**src/rtl/adc_out_pkg.sv**
```systemverilog
package adc_out_pkg;

    parameter int SAMP_W = 10;

    typedef logic [SAMP_W-1:0] samp_t;

    typedef enum logic {
        CODE_OFFSET = 1'b0,
        CODE_TWOS   = 1'b1
    } code_e;

    typedef struct packed {
        logic  vld;
        samp_t ch_a;
        samp_t ch_b;
    } pair_t;

    // Offset binary to two's complement differs only in the sign bit.
    function automatic samp_t recode(samp_t raw, code_e mode);
        samp_t res;
        res = raw;
        if (mode == CODE_TWOS) begin
            res[SAMP_W-1] = ~raw[SAMP_W-1];
        end
        return res;
    endfunction

endpackage

```
**src/rtl/adc_pair_pipe.sv**
```systemverilog
module adc_pair_pipe
    import adc_out_pkg::*;
#(
    parameter int DEPTH = 5
) (
    input  logic  clk,
    input  logic  rst,
    input  logic  accept,
    input  logic  flush,
    input  samp_t in_a,
    input  samp_t in_b,
    output pair_t tail
);

    logic [DEPTH-1:0] vld_vec;

    for (genvar g = 0; g < DEPTH; g++) begin : g_stg
        pair_t q;

        if (g == 0) begin : g_head
            always_ff @(posedge clk) begin
                if (rst || flush) begin
                    q <= '0;
                end else begin
                    q.vld <= accept;
                    if (accept) begin
                        q.ch_a <= in_a;
                        q.ch_b <= in_b;
                    end
                end
            end

            AST_NO_ACCEPT_IN_SLEEP: assert property (@(posedge clk) disable iff (rst)
                !accept |=> !q.vld);
        end else begin : g_body
            always_ff @(posedge clk) begin
                if (rst || flush) begin
                    q <= '0;
                end else begin
                    q <= g_stg[g-1].q;
                end
            end
        end

        assign vld_vec[g] = q.vld;
    end

    assign tail = g_stg[DEPTH-1].q;

    AST_FLUSH_EMPTIES: assert property (@(posedge clk) disable iff (rst)
        flush |=> ($countones(vld_vec) == 0));

endmodule

```
**src/rtl/adc_out_reg.sv**
```systemverilog
module adc_out_reg
    import adc_out_pkg::*;
(
    input  logic  clk,
    input  logic  rst,
    input  logic  load,
    input  code_e mode,
    input  pair_t src,
    output samp_t q_a,
    output samp_t q_b
);

    always_ff @(posedge clk) begin
        if (rst) begin
            q_a <= '0;
            q_b <= '0;
        end else if (load) begin
            q_a <= recode(src.ch_a, mode);
            q_b <= recode(src.ch_b, mode);
        end
    end

    AST_HOLD_STABLE: assert property (@(posedge clk) disable iff (rst)
        !load |=> ($stable(q_a) && $stable(q_b)));

    AST_OFFSET_PASS: assert property (@(posedge clk) disable iff (rst)
        (load && mode == CODE_OFFSET) |=> (q_a == $past(src.ch_a) && q_b == $past(src.ch_b)));

    AST_TWOS_SIGN: assert property (@(posedge clk) disable iff (rst)
        (load && mode == CODE_TWOS) |=> (q_a[SAMP_W-1] != $past(src.ch_a[SAMP_W-1])));

endmodule

```
**src/rtl/adc_drive_ctl.sv**
```systemverilog
module adc_drive_ctl #(
    parameter int W = 10
) (
    input  logic         out_dis,
    output logic [W-1:0] en_a,
    output logic [W-1:0] en_b
);

    for (genvar i = 0; i < W; i++) begin : g_bit
        assign en_a[i] = ~out_dis;
        assign en_b[i] = ~out_dis;
    end

endmodule

```
**src/rtl/dual_adc_out_ctrl.sv**
```systemverilog
module dual_adc_out_ctrl
    import adc_out_pkg::*;
#(
    parameter int LATENCY = 5
) (
    input  logic              clk,
    input  logic              rst,
    input  logic [SAMP_W-1:0] smp_a_i,
    input  logic [SAMP_W-1:0] smp_b_i,
    input  logic              fmt_twos_i,
    input  logic              out_dis_i,
    input  logic              pwr_dn_i,
    input  logic              sleep_i,
    output logic [SAMP_W-1:0] dout_a_o,
    output logic [SAMP_W-1:0] dout_b_o,
    output logic [SAMP_W-1:0] drv_en_a_o,
    output logic [SAMP_W-1:0] drv_en_b_o
);

    localparam int PIPE_DEPTH = LATENCY;
    localparam int CNT_W      = $clog2(LATENCY + 1);

    logic  accept;
    logic  load;
    pair_t tail;
    code_e mode;

    assign accept = ~sleep_i & ~pwr_dn_i;
    assign load   = tail.vld & ~pwr_dn_i;
    assign mode   = code_e'(fmt_twos_i);

    adc_pair_pipe #(.DEPTH(PIPE_DEPTH)) u_pipe (
        .clk    (clk),
        .rst    (rst),
        .accept (accept),
        .flush  (pwr_dn_i),
        .in_a   (smp_a_i),
        .in_b   (smp_b_i),
        .tail   (tail)
    );

    adc_out_reg u_oreg (
        .clk  (clk),
        .rst  (rst),
        .load (load),
        .mode (mode),
        .src  (tail),
        .q_a  (dout_a_o),
        .q_b  (dout_b_o)
    );

    adc_drive_ctl #(.W(SAMP_W)) u_drv (
        .out_dis (out_dis_i),
        .en_a    (drv_en_a_o),
        .en_b    (drv_en_b_o)
    );

    // Cycles since the last power-down (or reset), saturating at LATENCY.
    logic [CNT_W-1:0] since_pd;

    always_ff @(posedge clk) begin
        if (rst || pwr_dn_i) begin
            since_pd <= '0;
        end else if (since_pd != CNT_W'(LATENCY)) begin
            since_pd <= since_pd + 1'b1;
        end
    end

    AST_PD_RECOVER: assert property (@(posedge clk) disable iff (rst)
        (since_pd < CNT_W'(LATENCY)) |=> ($stable(dout_a_o) && $stable(dout_b_o)));

    AST_PD_FREEZE: assert property (@(posedge clk) disable iff (rst)
        pwr_dn_i |=> ($stable(dout_a_o) && $stable(dout_b_o)));

    AST_EN_POLARITY: assert property (@(posedge clk) disable iff (rst)
        out_dis_i |-> (drv_en_a_o == '0 && drv_en_b_o == '0));

    AST_EN_UNIFORM: assert property (@(posedge clk) disable iff (rst)
        (drv_en_a_o == drv_en_b_o) && ($countones(drv_en_a_o) == 0 || $countones(drv_en_a_o) == SAMP_W));

endmodule

```
**config.mk**
```make
export PLATFORM = sky130hd
export DESIGN_NAME = dual_adc_out_ctrl
export DESIGN_NICKNAME = d
export VERILOG_FILES = /design/src/rtl/adc_out_pkg.sv /design/src/rtl/adc_pair_pipe.sv /design/src/rtl/adc_out_reg.sv /design/src/rtl/adc_drive_ctl.sv /design/src/rtl/dual_adc_out_ctrl.sv
export SDC_FILE = /design/constraint.sdc
export NUM_CORES = 1
export LEC_CHECK = 0
export BUFFER_PORTS_ARGS = -buffer_cell sky130_fd_sc_hd__buf_2
export CAP_MARGIN = 20
export CELL_PAD_IN_SITES_DETAIL_PLACEMENT = 0
export CELL_PAD_IN_SITES_GLOBAL_PLACEMENT = 1
export CORE_MARGIN = 2
export CORE_UTILIZATION = 42
export CTS_CLUSTER_SIZE = 14
export DETAILED_ROUTE_END_ITERATION = 16
export PLACE_DENSITY_LB_ADDON = 0.1
export SLEW_MARGIN = 30
export SYNTH_ARGS = -nofsm -noshare
export SYNTH_HDL_FRONTEND = slang
export SYNTH_SLANG_ARGS = --single-unit
```
**constraint.sdc**
```tcl
create_clock -name clk -period 1.45 [get_ports clk]
set_clock_uncertainty 0.1 [all_clocks]
set_input_delay 0.29 -clock clk [delete_from_list [all_inputs] [get_ports clk]]
set_output_delay 0.29 -clock clk [all_outputs]
set_load 0.01 [all_outputs]
```
# Word level (Yosys, flattened, before mapping)
# Cells that the tools add are included.
dict set report totals {
  ff_bits 125
  input_bits 26
  out_inout_bits 40
  word_cells 27
}
dict set report op_classes {
  muxes 2
  n_bitwise 7
  n_reduce_logical 1
}
# operator count
set ops {}
lappend ops {{$not A1 Y1} 5}
lappend ops {{$and A1 B1 Y1} 2}
lappend ops {{$mux W1} 2}
lappend ops {{$logic_or A1 B1 Y1} 1}

# Longest topological paths before layout
dict set report logic_depth {
  word_depth 2
  mapped_depth 5
  ltp_nobuf 3
}

# Modules after synthesis
# A second synthesis with hierarchy kept.
dict set report unflattened {
  hier_cells 335
  area_unflattened_um2 3961.3
}
# mod instances cells_each area_each_um2 seq_area_each_um2
set modules_own_cells {}
lappend modules_own_cells {adc_pair_pipe 1 246 3037.9 2102.0}
lappend modules_own_cells {adc_out_reg 1 67 767.0 400.4}
lappend modules_own_cells {adc_drive_ctl 1 20 146.4 0.0}
lappend modules_own_cells {dual_adc_out_ctrl 1 2 10.0 0.0}

# Worst setup path after synthesis
# Ideal clock, no wire load.
dict set report synth_timing {
  path_type {input -> output}
  from {in out_dis_i}
  to {out drv_en_a_o[1]}
  arrival_time_ns 0.838
  t_required_ns 1.060
  path_slack_ns 0.222
  cell_stages 2
  n_path_buf 1
  cell_sequence {inv_1 > buf_4}
}
dict set report synth_via {
  elab_chain_len 1
}
# item line
set synth_rtl {}
lappend synth_rtl {{start, declared} dual_adc_out_ctrl.sv:11} ;# input logic out_dis_i,
lappend synth_rtl {{$not A1 Y1} adc_drive_ctl.sv:10} ;# assign en_a[i] = ~out_dis;
lappend synth_rtl {{end, declared} dual_adc_out_ctrl.sv:16} ;# output logic [SAMP_W-1:0] drv_en_a_o,
# No other way between the ends.

# Final worst setup path
dict set report layout_timing {
  from {reg u_oreg.q_b[9]}
  to {out dout_b_o[9]}
}
# item line
set layout_lines {}
lappend layout_lines {{start, declared} adc_out_reg.sv:10} ;# output samp_t q_b
lappend layout_lines {{start signal, assigned} adc_out_reg.sv:19} ;# q_b <= recode(src.ch_b, mode);
lappend layout_lines {{end, declared} dual_adc_out_ctrl.sv:15} ;# output logic [SAMP_W-1:0] dout_b_o,
# No word-level cell between the ends.

==> summary.txt <==
Timing
  – Setup TNS: 0 ps
  – Max-slew violation count: 0
  – Minimum clock period: 1355 ps
  – Worst Max-Slew Pin Slew: 425.7 ps
  – Maximum clock rate: 738.2 MHz
  – Fin crit share: 93.42%
  – Setup-failing EPs final: 0
  – Hold slack: 19.99 ps
  – Relative slew margins: 71.62%
  – RSZ-0062 raised after global routing: false
  – Final hold vios: 0

Placed design
  – Placed cell areas: 4156 um2
  – RD Place Congestion: 0.6312
  – Number of port buffers: 65
  – Inst Count DP: 495
  – Hpwl dp: 3260 um

Die
  – I/O pins: 66
  – Die span in y: 99.68 um
  – Core region area: 8806 um2
  – Die Wd: 99.68 um
  – DIE AREA: 9936 um2
  – Standard-cell row count: 34
  – Initial Util: 43.66%

Detailed routing
  – Vias: 2207
  – Remaining antenna violation count: 0
  – 1st-iter DRT viols: 34
  – DR vias/cell: 4.035
  – Final Routed Wirelength: 5065 um
  – Avg WL per Cell: 9.260 um
  – TritonRoute pass-1 iters: 3
  – DRC violations left: 0

Worst setup path
  – R2r setup slk: 350 ps
  – Max stage delay on crit path: 330 ps
  – Worst-path cell chain: buf_2
  – Crit path max fanout: 2
  – WP data required: 1060 ps
  – CP delay by family, top: flip-flops
  – CP arrival: 960 ps
  – Crit Path Class: reg -> out
  – Reg2Reg Depth: 4
  – Worst setup path start: u_oreg.q_b[9]
  – Reg-to-reg critical path endpoint: u_oreg.q_a[9]
  – Crit end category: primary output
  – Levels on crit path: 1
  – Worst reg2reg startpoint: u_pipe.tail[20]
  – Critical Path Start Type: register
  – Bufs and invs on worst path: 1
  – Worst setup path endpoint: dout_b_o[9]
  – Critical path's slowest cell: dfxtp_1

Logic synthesis
  – Multiplexer share of the synthesized area: 5.207%
  – Synth Cell Area: 3845 um2
  – Gate Count Post-Synth: 354
  – Synth Area in Compound Gates: 2.733%
  – Mean Syn Cell Area: 10.86 um2
  – Seq/Total Area, Yosys: 65.08%
  – Warnings, synthesis: 0
  – Largest family of logic cells by synthesized area: simple AND/OR/NAND/NOR gates
  – Fraction of the mapped netlist area in adder cells: 0%
  – Flops & latches, synth: 125
  – Simple-gate share of the synthesized area: 20.01%
  – XOR/XNOR Fraction of Synth Area: 0.4556%
  – Mapped Nets: 380
  – Synth cell types: 16

Power and ir drop
  – Gate power share: 3.3%
  – Internal: 6.076 mW
  – Switching pwr: 1.525 mW
  – Power per cell area: 1547 nW/um2
  – Leakage: 2.146 nW
  – Peak VDD IR: 0.7389 mV
  – Clk network pwr share: 51.0%
  – Switching Fraction: 20.06%
  – Share of power burned in registers: 45.7%

Clock network
  – CTS root buffer: clkbuf_8
  – Total CTS buffers: 17
  – Clock tree buffer depth: 2
  – CTS clk-pin slew, worst paths: 60 ps
  – Worst-Skew Late Latency: 500 ps
  – CTS tree: yes
  – Clk sink count: 125
  – H-tree Lvls: 4
  – Post-CTS Setup Bufs: 0

Global route
  – GRT Overall Usage: 11.50%
  – Congestion Overflow GR: 0
  – Largest net degree at the start of global routing: 46
  – First-pass GRT wire length: 8845 um
  – Number of global-route vias before repair: 2045
  – Initial antenna violation count: 0

Finish
  – Util after Layout: 55.81%
  – Area Growth Syn to Fin: 27.82%
  – Nets: 452
  – Share of cells above drive strength 1: 23.46%
  – N_diodes: 0
  – Non-Filler Instances: 547
  – Design Area, Final: 4915 um2
  – Fillers: 804
  – Commonest non-fill, non-tap cells in the layout: dfxtp_1 (125), and2_1 (84), buf_2 (65)
  – Most common cell after layout, fill and taps aside: dfxtp_1

Run status
  – Status: complete, no violations

Hold path
  – Worst Hold Class: in -> reg

Run
  – MaxCap Viol Count: 0
## what timing repair did
action | in CTS | in global routing
hold buffers | 20 | 0
resized for setup | 0 | 0
endpoints found under the hold margin | 20 | 0
## synth_stat cells (all sizes together)
master | instances | area (um2)
a211oi | 2 | 15.01
clkbuf | 11 | 48.80
dfxtp | 125 | 2502
nor2b | 1 | 6.260
or2 | 1 | 6.260
a21oi | 18 | 90.09
xnor2 | 2 | 17.52
buf | 28 | 197.7
nor2 | 24 | 90.09
mux2i | 20 | 200.2
and2 | 84 | 525.5
nand2b | 1 | 6.260
inv | 1 | 3.750
nand2 | 36 | 135.1
## through the flow
step | setup slack (ps) | total power [mW]
finish | 95.42 | 7.601
global route | 35.42 | 7.893
CTS | 64.72 | 7.706
detailed placement | 184.0 | 3.766
global placement | 215.6 | 3.762
floorplan | 221.5 | 3.709
## cell type report
class,instances,area (um2),area share (%)
timing repair buffer,92,615.6,12.53
clock buffer,21,439.2,8.936
tap,108,135.1,2.750
clock inverter,11,118.9,2.419
inverter,1,3.754,0.07637
sequential,125,2502,50.92
multi-input combinational,189,1100,22.38
## power by group through the flow
stage          clock network, mW  registers (mW)  logic (mW)
2_1_floorplan                  0            3.55       0.163
3_3_place_gp                   0            3.55       0.213
3_5_place_dp                   0            3.55       0.215
4_1_cts                     3.97            3.48       0.256
5_1_grt                     4.13            3.48       0.283
6_report                    3.87            3.48       0.251
## registers in the layout (all words and copies together), names as in the netlist
| signal | cells |
|---|---|
| u_oreg.q_a | 10 |
| u_oreg.q_b | 10 |
| u_pipe.g_stg.q | 84 |
| u_pipe.tail | 21 |
## worst register-to-register path, stage by stage, from the launching register on
cell and delay, ps:
dfxtp_1 330, nor2b_1 180, buf_4 180, nor2_1 50, a211oi_1 180
## worst min path at each step
stage,from,to,slack (ps),cells past startpoint
finish,fmt_twos_i,u_oreg.q_a[9],20,3
global route,fmt_twos_i,u_oreg.q_b[9],20,3
CTS,fmt_twos_i,u_oreg.q_b[9],1,3
detailed placement,u_pipe.g_stg[2].q[20],u_pipe.g_stg[3].q[20],310,1
global placement,u_pipe.g_stg[1].q[20],u_pipe.g_stg[2].q[20],310,1
floorplan,u_pipe.g_stg[0].q[20],u_pipe.g_stg[1].q[20],310,1
## cell families after synthesis
kind of cell / Yosys count
xor gates and xnor gates: 2
and+or+nand+nor: 147
muxes: 20
AOI/OAI and AO/OA: 20
buffers and inverters: 40
DFF: 125
## metal layers
metal  part of all wire (%)  vias up  GRT usage (%)
li1                       -     1224              -
met1                     49      915          13.47
met2                     43       61          16.79
met3                    6.1        7          6.254
met4                    1.3        0          6.322
met5                      0        -              0
(Power assumes the default switching activity.)
